<file path="config.mk">
export PLATFORM = sky130hd
export DESIGN_NAME = scc_core
export DESIGN_NICKNAME = d
export VERILOG_FILES = /design/src/rtl/scc_pkg.sv /design/src/rtl/scc_ctrl.sv /design/src/rtl/scc_alu.sv /design/src/rtl/scc_regfile.sv /design/src/rtl/scc_datapath.sv /design/src/rtl/scc_core.sv
export SDC_FILE = /design/constraint.sdc
export NUM_CORES = 2
export LEC_CHECK = 0
export ABC_CLOCK_PERIOD_IN_PS = 7400
export BUFFER_PORTS_ARGS = -buffer_cell sky130_fd_sc_hd__buf_2
export CAP_MARGIN = 5
export CORE_MARGIN = 3
export CORE_UTILIZATION = 64
export CTS_CLUSTER_SIZE = 40
export DETAILED_ROUTE_END_ITERATION = 12
export MAX_ROUTING_LAYER = met4
export PLACE_DENSITY_LB_ADDON = 0.25
export SYNTH_ARGS = -nofsm -noshare
export SYNTH_HDL_FRONTEND = slang
export SYNTH_SLANG_ARGS = --single-unit
</file>
<file path="constraint.sdc">
create_clock -name clk -period 7.4 [get_ports clk]
set_clock_uncertainty 0.1 [all_clocks]
set_input_delay 0.74 -clock clk [delete_from_list [all_inputs] [get_ports clk]]
set_output_delay 0.74 -clock clk [all_outputs]
set_load 0.005 [all_outputs]
</file>
<file path="src/rtl/scc_pkg.sv">
package scc_pkg;
  localparam int XLEN   = 32;
  localparam int REG_AW = 5;
  localparam int NREG   = 1 << REG_AW;

  localparam logic [5:0] OPC_REG  = 6'd0;
  localparam logic [5:0] OPC_LOAD = 6'd35;
  localparam logic [5:0] OPC_STOR = 6'd43;
  localparam logic [5:0] OPC_BEQ  = 6'd4;
  localparam logic [5:0] OPC_JMP  = 6'd2;

  localparam logic [5:0] FN_ADD = 6'd32;
  localparam logic [5:0] FN_SUB = 6'd34;
  localparam logic [5:0] FN_AND = 6'd36;
  localparam logic [5:0] FN_OR  = 6'd37;
  localparam logic [5:0] FN_SLT = 6'd42;

  typedef enum logic [2:0] {
    ALU_ADD = 3'd0,
    ALU_SUB = 3'd1,
    ALU_AND = 3'd2,
    ALU_OR  = 3'd3,
    ALU_SLT = 3'd4
  } aluOp_e;

  typedef struct packed {
    logic   destIsRd;
    logic   srcBIsImm;
    logic   wbFromMem;
    logic   regWrite;
    logic   memWrite;
    logic   isBranch;
    logic   isJump;
    aluOp_e aluOp;
  } ctrl_t;
endpackage

</file>
<file path="src/rtl/scc_ctrl.sv">
module scc_ctrl
  import scc_pkg::*;
(
  input  logic [5:0] opcode,
  input  logic [5:0] funct,
  output ctrl_t      ctrl
);
  always_comb begin
    ctrl = '0;
    ctrl.aluOp = ALU_ADD;
    case (opcode)
      OPC_REG: begin
        ctrl.destIsRd = 1'b1;
        ctrl.regWrite = 1'b1;
        case (funct)
          FN_ADD:  ctrl.aluOp = ALU_ADD;
          FN_SUB:  ctrl.aluOp = ALU_SUB;
          FN_AND:  ctrl.aluOp = ALU_AND;
          FN_OR:   ctrl.aluOp = ALU_OR;
          FN_SLT:  ctrl.aluOp = ALU_SLT;
          default: ctrl.regWrite = 1'b0;  // unknown function: R10
        endcase
      end
      OPC_LOAD: begin
        ctrl.srcBIsImm = 1'b1;
        ctrl.wbFromMem = 1'b1;
        ctrl.regWrite  = 1'b1;
      end
      OPC_STOR: begin
        ctrl.srcBIsImm = 1'b1;
        ctrl.memWrite  = 1'b1;
      end
      OPC_BEQ: begin
        ctrl.isBranch = 1'b1;
        ctrl.aluOp    = ALU_SUB;
      end
      OPC_JMP: ctrl.isJump = 1'b1;
      default: ;  // unknown opcode: R10
    endcase
  end

  always_comb begin
    p_store_no_wb_r5: assert (!(ctrl.memWrite && ctrl.regWrite));
  end
endmodule

</file>
<file path="src/rtl/scc_alu.sv">
module scc_alu
  import scc_pkg::*;
#(
  parameter int W = XLEN
) (
  input  aluOp_e         op,
  input  logic [W-1:0]   a,
  input  logic [W-1:0]   b,
  output logic [W-1:0]   result,
  output logic           zero
);
  always_comb begin
    case (op)
      ALU_ADD: result = a + b;
      ALU_SUB: result = a - b;
      ALU_AND: result = a & b;
      ALU_OR:  result = a | b;
      ALU_SLT: result = {{(W-1){1'b0}}, ($signed(a) < $signed(b))};
      default: result = '0;
    endcase
  end

  assign zero = (result == '0);
endmodule

</file>
<file path="src/rtl/scc_regfile.sv">
module scc_regfile
  import scc_pkg::*;
#(
  parameter int W  = XLEN,
  parameter int AW = REG_AW
) (
  input  logic          clk,
  input  logic          rstN,
  input  logic [AW-1:0] rdAddrA,
  input  logic [AW-1:0] rdAddrB,
  output logic [W-1:0]  rdDataA,
  output logic [W-1:0]  rdDataB,
  input  logic          wrEn,
  input  logic [AW-1:0] wrAddr,
  input  logic [W-1:0]  wrData
);
  localparam int N = 1 << AW;

  logic [W-1:0] regs [N];

  always_ff @(posedge clk or negedge rstN) begin
    if (!rstN) begin
      for (int i = 0; i < N; i++) regs[i] <= '0;
    end else if (wrEn && (wrAddr != '0)) begin
      regs[wrAddr] <= wrData;
    end
  end

  assign rdDataA = (rdAddrA == '0) ? '0 : regs[rdAddrA];
  assign rdDataB = (rdAddrB == '0) ? '0 : regs[rdAddrB];

  p_write_lands_r2: assert property (@(posedge clk) disable iff (!rstN)
    (wrEn && (wrAddr != '0)) |=> (regs[$past(wrAddr)] == $past(wrData)));
endmodule

</file>
<file path="src/rtl/scc_datapath.sv">
module scc_datapath
  import scc_pkg::*;
#(
  parameter logic [XLEN-1:0] RESET_PC = '0
) (
  input  logic            clk,
  input  logic            rstN,
  input  ctrl_t           ctrl,
  input  logic [25:0]     instrLow,
  output logic [XLEN-1:0] pc,
  output logic [XLEN-1:0] dataAddr,
  output logic            dataWrEn,
  output logic [XLEN-1:0] dataWrData,
  input  logic [XLEN-1:0] dataRdData
);
  logic [REG_AW-1:0] rsIdx, rtIdx, rdIdx, wrIdx;
  logic [15:0]       imm16;
  logic [XLEN-1:0]   rsVal, rtVal, immExt, aluB, aluRes, wbData;
  logic [XLEN-1:0]   pcPlus4, branchTarget, jumpTarget, pcNext;
  logic              aluZero, takeBranch;

  assign rsIdx = instrLow[25:21];
  assign rtIdx = instrLow[20:16];
  assign rdIdx = instrLow[15:11];
  assign imm16 = instrLow[15:0];

  assign immExt = {{(XLEN-16){imm16[15]}}, imm16};
  assign wrIdx  = ctrl.destIsRd ? rdIdx : rtIdx;
  assign aluB   = ctrl.srcBIsImm ? immExt : rtVal;
  assign wbData = ctrl.wbFromMem ? dataRdData : aluRes;

  scc_regfile #(.W(XLEN), .AW(REG_AW)) rf_i (
    .clk     (clk),
    .rstN    (rstN),
    .rdAddrA (rsIdx),
    .rdAddrB (rtIdx),
    .rdDataA (rsVal),
    .rdDataB (rtVal),
    .wrEn    (ctrl.regWrite),
    .wrAddr  (wrIdx),
    .wrData  (wbData)
  );

  scc_alu #(.W(XLEN)) alu_i (
    .op     (ctrl.aluOp),
    .a      (rsVal),
    .b      (aluB),
    .result (aluRes),
    .zero   (aluZero)
  );

  assign pcPlus4      = pc + XLEN'(4);
  assign branchTarget = pcPlus4 + {immExt[XLEN-3:0], 2'b00};
  assign jumpTarget   = {pcPlus4[XLEN-1:XLEN-4], instrLow, 2'b00};
  assign takeBranch   = ctrl.isBranch & aluZero;

  always_comb begin
    if (ctrl.isJump)      pcNext = jumpTarget;
    else if (takeBranch)  pcNext = branchTarget;
    else                  pcNext = pcPlus4;
  end

  always_ff @(posedge clk or negedge rstN) begin
    if (!rstN) pc <= RESET_PC;
    else       pc <= pcNext;
  end

  assign dataAddr   = aluRes;
  assign dataWrData = rtVal;
  assign dataWrEn   = ctrl.memWrite & rstN;

  p_seq_pc_r9: assert property (@(posedge clk) disable iff (!rstN)
    (!ctrl.isJump && !ctrl.isBranch) |=> (pc == $past(pc) + XLEN'(4)));

  p_beq_taken_r6: assert property (@(posedge clk) disable iff (!rstN)
    (ctrl.isBranch && (rsVal == rtVal)) |=>
      (pc == $past(pc) + XLEN'(4) + {$past(immExt[XLEN-3:0]), 2'b00}));

  p_beq_fall_r6: assert property (@(posedge clk) disable iff (!rstN)
    (ctrl.isBranch && (rsVal != rtVal)) |=> (pc == $past(pc) + XLEN'(4)));

  p_jump_target_r7: assert property (@(posedge clk) disable iff (!rstN)
    ctrl.isJump |=> (pc == {$past(pcPlus4[XLEN-1:XLEN-4]), $past(instrLow), 2'b00}));

  p_zero_reg_r8: assert property (@(posedge clk) disable iff (!rstN)
    (rsIdx == '0) |-> (rsVal == '0));
endmodule

</file>
<file path="src/rtl/scc_core.sv">
module scc_core
  import scc_pkg::*;
#(
  parameter logic [31:0] RESET_PC = 32'h0
) (
  input  logic        clk,
  input  logic        rstN,
  output logic [31:0] instrAddr,
  input  logic [31:0] instrData,
  output logic [31:0] dataAddr,
  output logic        dataWrEn,
  output logic [31:0] dataWrData,
  input  logic [31:0] dataRdData
);
  ctrl_t ctrlBus;

  scc_ctrl ctrl_i (
    .opcode (instrData[31:26]),
    .funct  (instrData[5:0]),
    .ctrl   (ctrlBus)
  );

  scc_datapath #(.RESET_PC(RESET_PC)) dp_i (
    .clk        (clk),
    .rstN       (rstN),
    .ctrl       (ctrlBus),
    .instrLow   (instrData[25:0]),
    .pc         (instrAddr),
    .dataAddr   (dataAddr),
    .dataWrEn   (dataWrEn),
    .dataWrData (dataWrData),
    .dataRdData (dataRdData)
  );
endmodule

</file>
---- Word-level counts from Yosys, hierarchy flattened ----
Index checks and enable logic that the tools add are counted.
cells by class
  multipliers ............................. 0
  bitwise gates (word level) .............. 7
  equal/unequal tests ..................... 13
  $add $sub $neg .......................... 4
  order comparisons ....................... 5
  reduce and logical (&&, ||, !) cells .... 10
  multiplexer cells ....................... 27
  shifts and indexed selects .............. 0
  div/mod/pow operators ................... 0
operators by type and width
  operator                 count
  $bwmux W1024             1
  $mux W32                 11
  $bmux W32 S5             2
  $demux W32 S5            1
  $pmux W32 S5             1
  $add A32 B32 Y32         2
  $eq A6 B6 Y1 const B     7
  $add A32 B3 Y32 const B  1
  $and A32 B32 Y32         1
  $logic_not A32 Y1        1
  $lt A32 B32 Y1           1
  $or A32 B32 Y32          1
  $sub A32 B32 Y32         1
  $ge A6 B6 Y1 const B     3
  $not A5 Y6               3
  $pmux W3 S4              1
  $logic_not A5 Y1         2
  $mux W1                  7
  $eq A3 B2 Y1 const B     2
  $eq A6 B2 Y1 const B     1
  $eq A6 B3 Y1 const B     1
  $logic_not A6 Y1         1
  $lt A6 B1 Y1 const B     1
  $pmux W3 S2              1
  other kinds (10)         12
storage, ports and cells
  word-level logic and storage cells ...... 99
  ROM bits ................................ 0
  memories ................................ 0
  bits in registers ....................... 1056
  bits in latches ......................... 0
  bits in writable memories ............... 0

---- Depth between registers and ports, before layout ----
  word-level depth ........................ 12
  mapped depth ............................ 27
  depth with buffers taken out ............ 21

---- Hierarchy ----
From an unflattened synthesis, not the netlist that was laid out.
second synthesis, totals
  cell total of the unflattened synthesis .. 4995
  area, all modules ....................... 64246.6 sq um
by module, submodules not included
  module        sequential area each (sq um)  area an instance (sq um)  cells each  instances
  scc_regfile   25624.6                       54369.6                   3621        1
  scc_alu       0.0                           5228.8                    804         1
  scc_datapath  750.7                         4444.3                    544         1
  scc_ctrl      0.0                           203.9                     26          1

---- Least setup slack after synthesis ----
Ideal clock, no wire load.
  path type ............................... input to register
  start ................................... in instrData[21]
  end ..................................... reg dp_i.pc[30]
  library setup time ...................... 0.125 ns
  stages .................................. 24
  buffers on the path ..................... 9
  data required time ...................... 7.175 ns
  data arrival time ....................... 7.231 ns
  setup slack ............................. -0.056 ns
  cell sequence ........................... clkbuf_1 -> clkbuf_1 -> buf_2 -> buf_1 -> clkbuf_1 -> clkbuf_1 -> nor3_1 -> clkbuf_1 -> nor3_1 -> ha_1 -> buf_2 -> and4b_1 -> a32o_1 -> or4_4 -> o2111ai_2 -> nand2_1 -> a221o_1 -> a22oi_2 -> nor4b_2 -> nand4_1 -> or4_1 -> or4_1 -> buf_2 -> mux2_4
on the way
  cells in the longest elaborated chain, start to end .. 11
  elaborated cells between the ends (all ways) .. 16
  those cells by class .................... add/sub (2); order compare (1); mux (7); bitwise (4); reduce/logical (2)
RTL lines
  item                                          RTL line            source
  start: declaration                            scc_core.sv:9       input logic [31:0] instrData,
  $not A5 Y6 (not written as such)              scc_regfile.sv:29   assign rdDataA = (rdAddrA == '0) ? '0 : regs[rdAddrA];
  $bmux W32 S5                                  scc_regfile.sv:29
  $mux W32 (not written as such) (2 in series)  scc_regfile.sv:29
  $mux W32 (*)                                  scc_regfile.sv:29
  $sub A32 B32 Y32 (tied with other cells)      scc_alu.sv:15       ALU_SUB: result = a - b;
  $pmux W32 S5 (*)                              scc_alu.sv:13       case (op)
  $logic_not A32 Y1 (*)                         scc_alu.sv:23       assign zero = (result == '0);
  $and A1 B1 Y1 (*)                             scc_datapath.sv:55  assign takeBranch = ctrl.isBranch & aluZero;
  $mux W32 (*)                                  scc_datapath.sv:59  else if (takeBranch) pcNext = branchTarget;
  $mux W32 (*)                                  scc_datapath.sv:58  if (ctrl.isJump) pcNext = jumpTarget;
  net dp_i.pcNext[30]                           scc_datapath.sv:19  logic [XLEN-1:0] pcPlus4, branchTarget, jumpTarget, pcNext;
  end signal: assignment                        scc_datapath.sv:65  else pc <= pcNext;
  end: declaration                              scc_datapath.sv:10  output logic [XLEN-1:0] pc,
The timed path passes the listed nets; every way through them passes the cells marked *. The select of a mux whose other input is x is not followed.
A chain may end at the register's enable or synchronous reset.

---- Worst setup path after layout ----
  start ................................... in instrData[16]
  end ..................................... out dataAddr[30]
on the way
  cells in the longest elaborated chain, start to end .. 8
  elaborated cells between the ends (all ways) .. 12
  those cells by class .................... add/sub (2); mux (6); bitwise (3); reduce/logical (1)
RTL lines
  item                                          RTL line            source
  $not A5 Y6 (not written as such)              scc_regfile.sv:30   assign rdDataB = (rdAddrB == '0) ? '0 : regs[rdAddrB];
  $bmux W32 S5                                  scc_regfile.sv:30
  $mux W32 (not written as such) (2 in series)  scc_regfile.sv:30
  $mux W32 (*)                                  scc_regfile.sv:30
  $mux W32 (*)                                  scc_datapath.sv:29  assign aluB = ctrl.srcBIsImm ? immExt : rtVal;
  $sub A32 B32 Y32 (tied with other cells)      scc_alu.sv:15
  $pmux W32 S5 (*)                              scc_alu.sv:13
  end: declaration                              scc_core.sv:10      output logic [31:0] dataAddr,
Every way passes the cells marked *; elsewhere a longest branch is shown, timed or not. The select of a mux whose other input is x is not followed.

==> flow_summary_export.csv <==
group,metric,value,unit
clock_tree,post_cts_buffers,0,
grt,overflow,0,
sta,hold_ws,237,ps
sta,slew_viol_final,0,
route,vias,51600,
place,hpwl,125,mm
critical_path,required,6560,ps
critical_path,regToRegSetupSlack,540,ps
yosys,netlist_instances,5876,
clock_tree,clock_tree.buffer_depth,3,
yosys,yosys.area.top_type_share,42.7,%
final_layout,drive_gt1_share,23.3,%
power_and_ir_drop,p_total,13.5,mW
clock_tree,cts_num_sinks,1054,
route,post_drt_via_cell_ratio,7.12,
sta,max_slew.worst_pin.slew,1320,ps
route,first_pass_iters,6,
route,routed_wl,207,mm
route,ant_nets,0,
critical_path,cp_max_fo,27,
grt,grt_max_degree,179,
route,drc,0,
route,drtIter0Drc,7067,
sta,setup_violations,0,
critical_path,path_common_cell,"buf_4",
clock_tree,clk_pin_slew,60,ps
clock_tree,htree_levels,3,
yosys,syn_area_per_cell,10.5,um^2
grt,grtUsageMet1,55.7,%
yosys,synthFlopType,"dfrtp_1",
yosys,synth_edf_count,0,
critical_path,crit_family,"buffers and inverters",
grt,use_met2,62.6,%
yosys,synth_seq_area_share,42.7,%
floorplan,coreArea,95300,um^2
final_layout,area_delta_synth_final,11.4,%
clock_tree,cts_buffers,108,
floorplan,boundaryPins,163,
sta,setup_tns,0,ps
sta,fin_crit_sh,96.8,%
final_layout,fin_nets,6091,
yosys,synth.cell_area,61800,um^2
yosys,yosysWarnings,0,
grt,grt_pass1_wl,311,mm
critical_path,crit_type,"in -> out",
grt,grt_pass1_vias,51200,
clock_tree,clk_latency,720,ps
critical_path,slowest_delay,530,ps
floorplan,die_area,100000,um^2
grt,antenna_found_initial,3,
sta,relSlewSlack,11.1,%
critical_path,path_buf_inv,9,
yosys,async_flop_share,100,%
floorplan,initial_utilization,64.8,%
power_and_ir_drop,vdd_ir_drop_max,0.000187,V
sta,rsz0062_at_grt,"false",
floorplan,die_width,317,um
critical_path,path_cells,"buf_8 > buf_12 > mux4_2 > mux4_2 > mux2i_2 > buf_4 > nor3_1 > a21o_1 > ha_1 > buf_4 > and4b_1 > o21ai_0 > o31ai_2 > buf_4 > o21ai_0 > buf_4 > o211ai_2 > buf_4 > nor4_1 > nor2_1 > or3_1 > nand3_1 > buf_4 > buf_2",
worst_hold_path,hp-class,"in -> reg",
critical_path,crit_path_top_delay_cell,"mux4_2",
yosys,synth.area.top_cells,"dfrtp_1, mux4_2, o21ai_0",
clock_tree,cts_tree,"yes",
clock_tree,clockRootBuffer,"clkbuf_16",
critical_path,start_kind,"primary input",
sta,hold_viol,0,
yosys,yosysTopAreaCell,"dfrtp_1",
yosys,synth_seq_cells,1054,
power_and_ir_drop,p_leak,30.4,nW
yosys,synth_cell_types,92,
sta,min_period,7160,ps
run_status,outcome,"finished clean",
grt,use_met3,11.6,%
critical_path,end_kind,"output pin",
place,gp_congestion,1.05,
sta,fmax,140,MHz
route,drt-wirelength-per-cell,28.6,um
grt,track_usage,42.8,%
critical_path,arrival,6320,ps
grt,top_usage_layer,"met2",
power_and_ir_drop,p_per_area,196,nW/um^2
flow_run,drv_cap,0,
floorplan,rows,113,
floorplan,die_y,317,um
place,port_buffers,160,
==> cell families after synthesis <==
group / after synthesis / synth area share (%)
xor+xnor: 55 / 0.780
mux: 747 / 23.8
compound gates: 1565 / 14.6
buf+inv: 704 / 4.41
fa+ha+maj: 134 / 2.75
flops: 1054 / 42.7
other cells: 1 / 0.00607
simple gates: 1616 / 11.0
==> flip-flops by register name, indices dropped and copies added, names as in the netlist <==
register,flops
dp_i.rf_i.regs,1024
dp_i.pc,30
==> worst paths after layout <==
check | start | end | cells after the start
setup / recovery | instrData[16] | dataAddr[30] | 24
hold / removal | instrData[8] | dp_i.pc[10]$_DFF_PN0_ | 3
setup reg to reg | dp_i.rf_i.regs[646]$_DFFE_PN0P_ | dp_i.pc[22]$_DFF_PN0_ | 23
hold reg to reg | dp_i.rf_i.regs[998]$_DFFE_PN0P_ | dp_i.rf_i.regs[998]$_DFFE_PN0P_ | 0
max in group asynchronous | rstN | dp_i.rf_i.regs[988]$_DFFE_PN0P_ | 4
min in group asynchronous | rstN | dp_i.pc[31]$_DFF_PN0_ | 2
==> cell usage after synthesis, types with 19 or more instances <==
cell	n
nand2_1	1146
o21ai_0	1073
dfrtp_1	1054
mux4_2	572
clkbuf_1	476
nor2_1	170
a21oi_1	148
mux2i_1	133
inv_1	132
ha_1	131
nor3_1	74
buf_1	70
nand3_1	54
mux2_2	41
xnor2_1	37
a21o_1	35
o22ai_1	27
o221ai_1	26
nor2b_1	24
a221oi_1	23
o211ai_1	23
nand2b_1	21
o211ai_2	21
o21bai_1	19
==> cells in the final DEF (no fill, tap or decap), types with 41 or more instances in the layout <==
cell	Yosys	final
a21oi_1	148	147
buf_2	12	151
buf_4	4	280
clkbuf_16	0	109
dfrtp_1	1054	1054
ha_1	131	131
inv_1	132	131
mux2_2	41	41
mux2i_1	133	111
mux4_2	572	572
nand2_1	1146	1120
nand3_1	54	54
nor2_1	170	169
nor3_1	74	72
o21ai_0	1073	1061
==> through the flow <==
step / cells / cell area [um^2] / setup slack (ps) / utilization, %
2_1_floorplan: 5877 / 61800 / 148 / -
3_3_place_gp: 7044 / 65200 / -374 / 68.4
3_5_place_dp: 7044 / 65200 / -475 / 68.4
4_1_cts: 7245 / 68800 / 155 / 72.2
5_1_grt: 7247 / 68800 / 0.357 / 72.2
6_report: 7248 / 68800 / 239 / 72.2
==> metal layers <==
| metal | vias to the layer above | wire (um) | part of all wire [%] |
|---|---|---|---|
| met3 | 847 | 27500 | 13 |
| met2 | 3699 | 93400 | 45 |
| met4 | 0 | 12200 | 5.9 |
| met1 | 25600 | 74100 | 36 |
| li1 | 21400 | - | - |
| met5 | - | 0 | 0 |
==> report_power, final <==
part	internal, mW	switching (mW)
logic	0.711	1.15
clock network	3.23	2.43
registers	5.85	0.0917
==> layout make-up <==
cell class                      count  area, um^2
Timing Repair Buffer              472        3640
Multi-Input combinational cell   4119       33100
Clock inverter                     44         495
Inverter                          136         515
Clock buffer                      156        3160
Fill cell                        6439       26500
Antenna cell                        2        5.00
Tap cell                         1265        1580
Sequential cell                  1054       26400
==> what timing repair did <==
item | CTS | global route
hold endpoints to repair | 71 | 0
hold buffers | 1 | 0
gates resized for setup | 0 | 2
setup endpoints to repair | 0 | 30
==> worst register-to-register path: stages, from the launching register on <==
cell and delay [ps]:
dfrtp_1 390, mux4_2 470, mux4_2 510, mux2i_2 480
buf_4 210, nor3_1 40, a21o_1 210, ha_1 330
nand2_1 70, or4_4 430, o31ai_2 190, buf_4 160
o21ai_0 170, buf_4 190, o211ai_2 310, mux2i_1 250
nand4_1 160, a2111oi_0 510, buf_4 200, nand4_1 120
or4_1 640, buf_12 230, nor3_1 300, a211oi_2 60
Power figures use the tool's default switching activity.
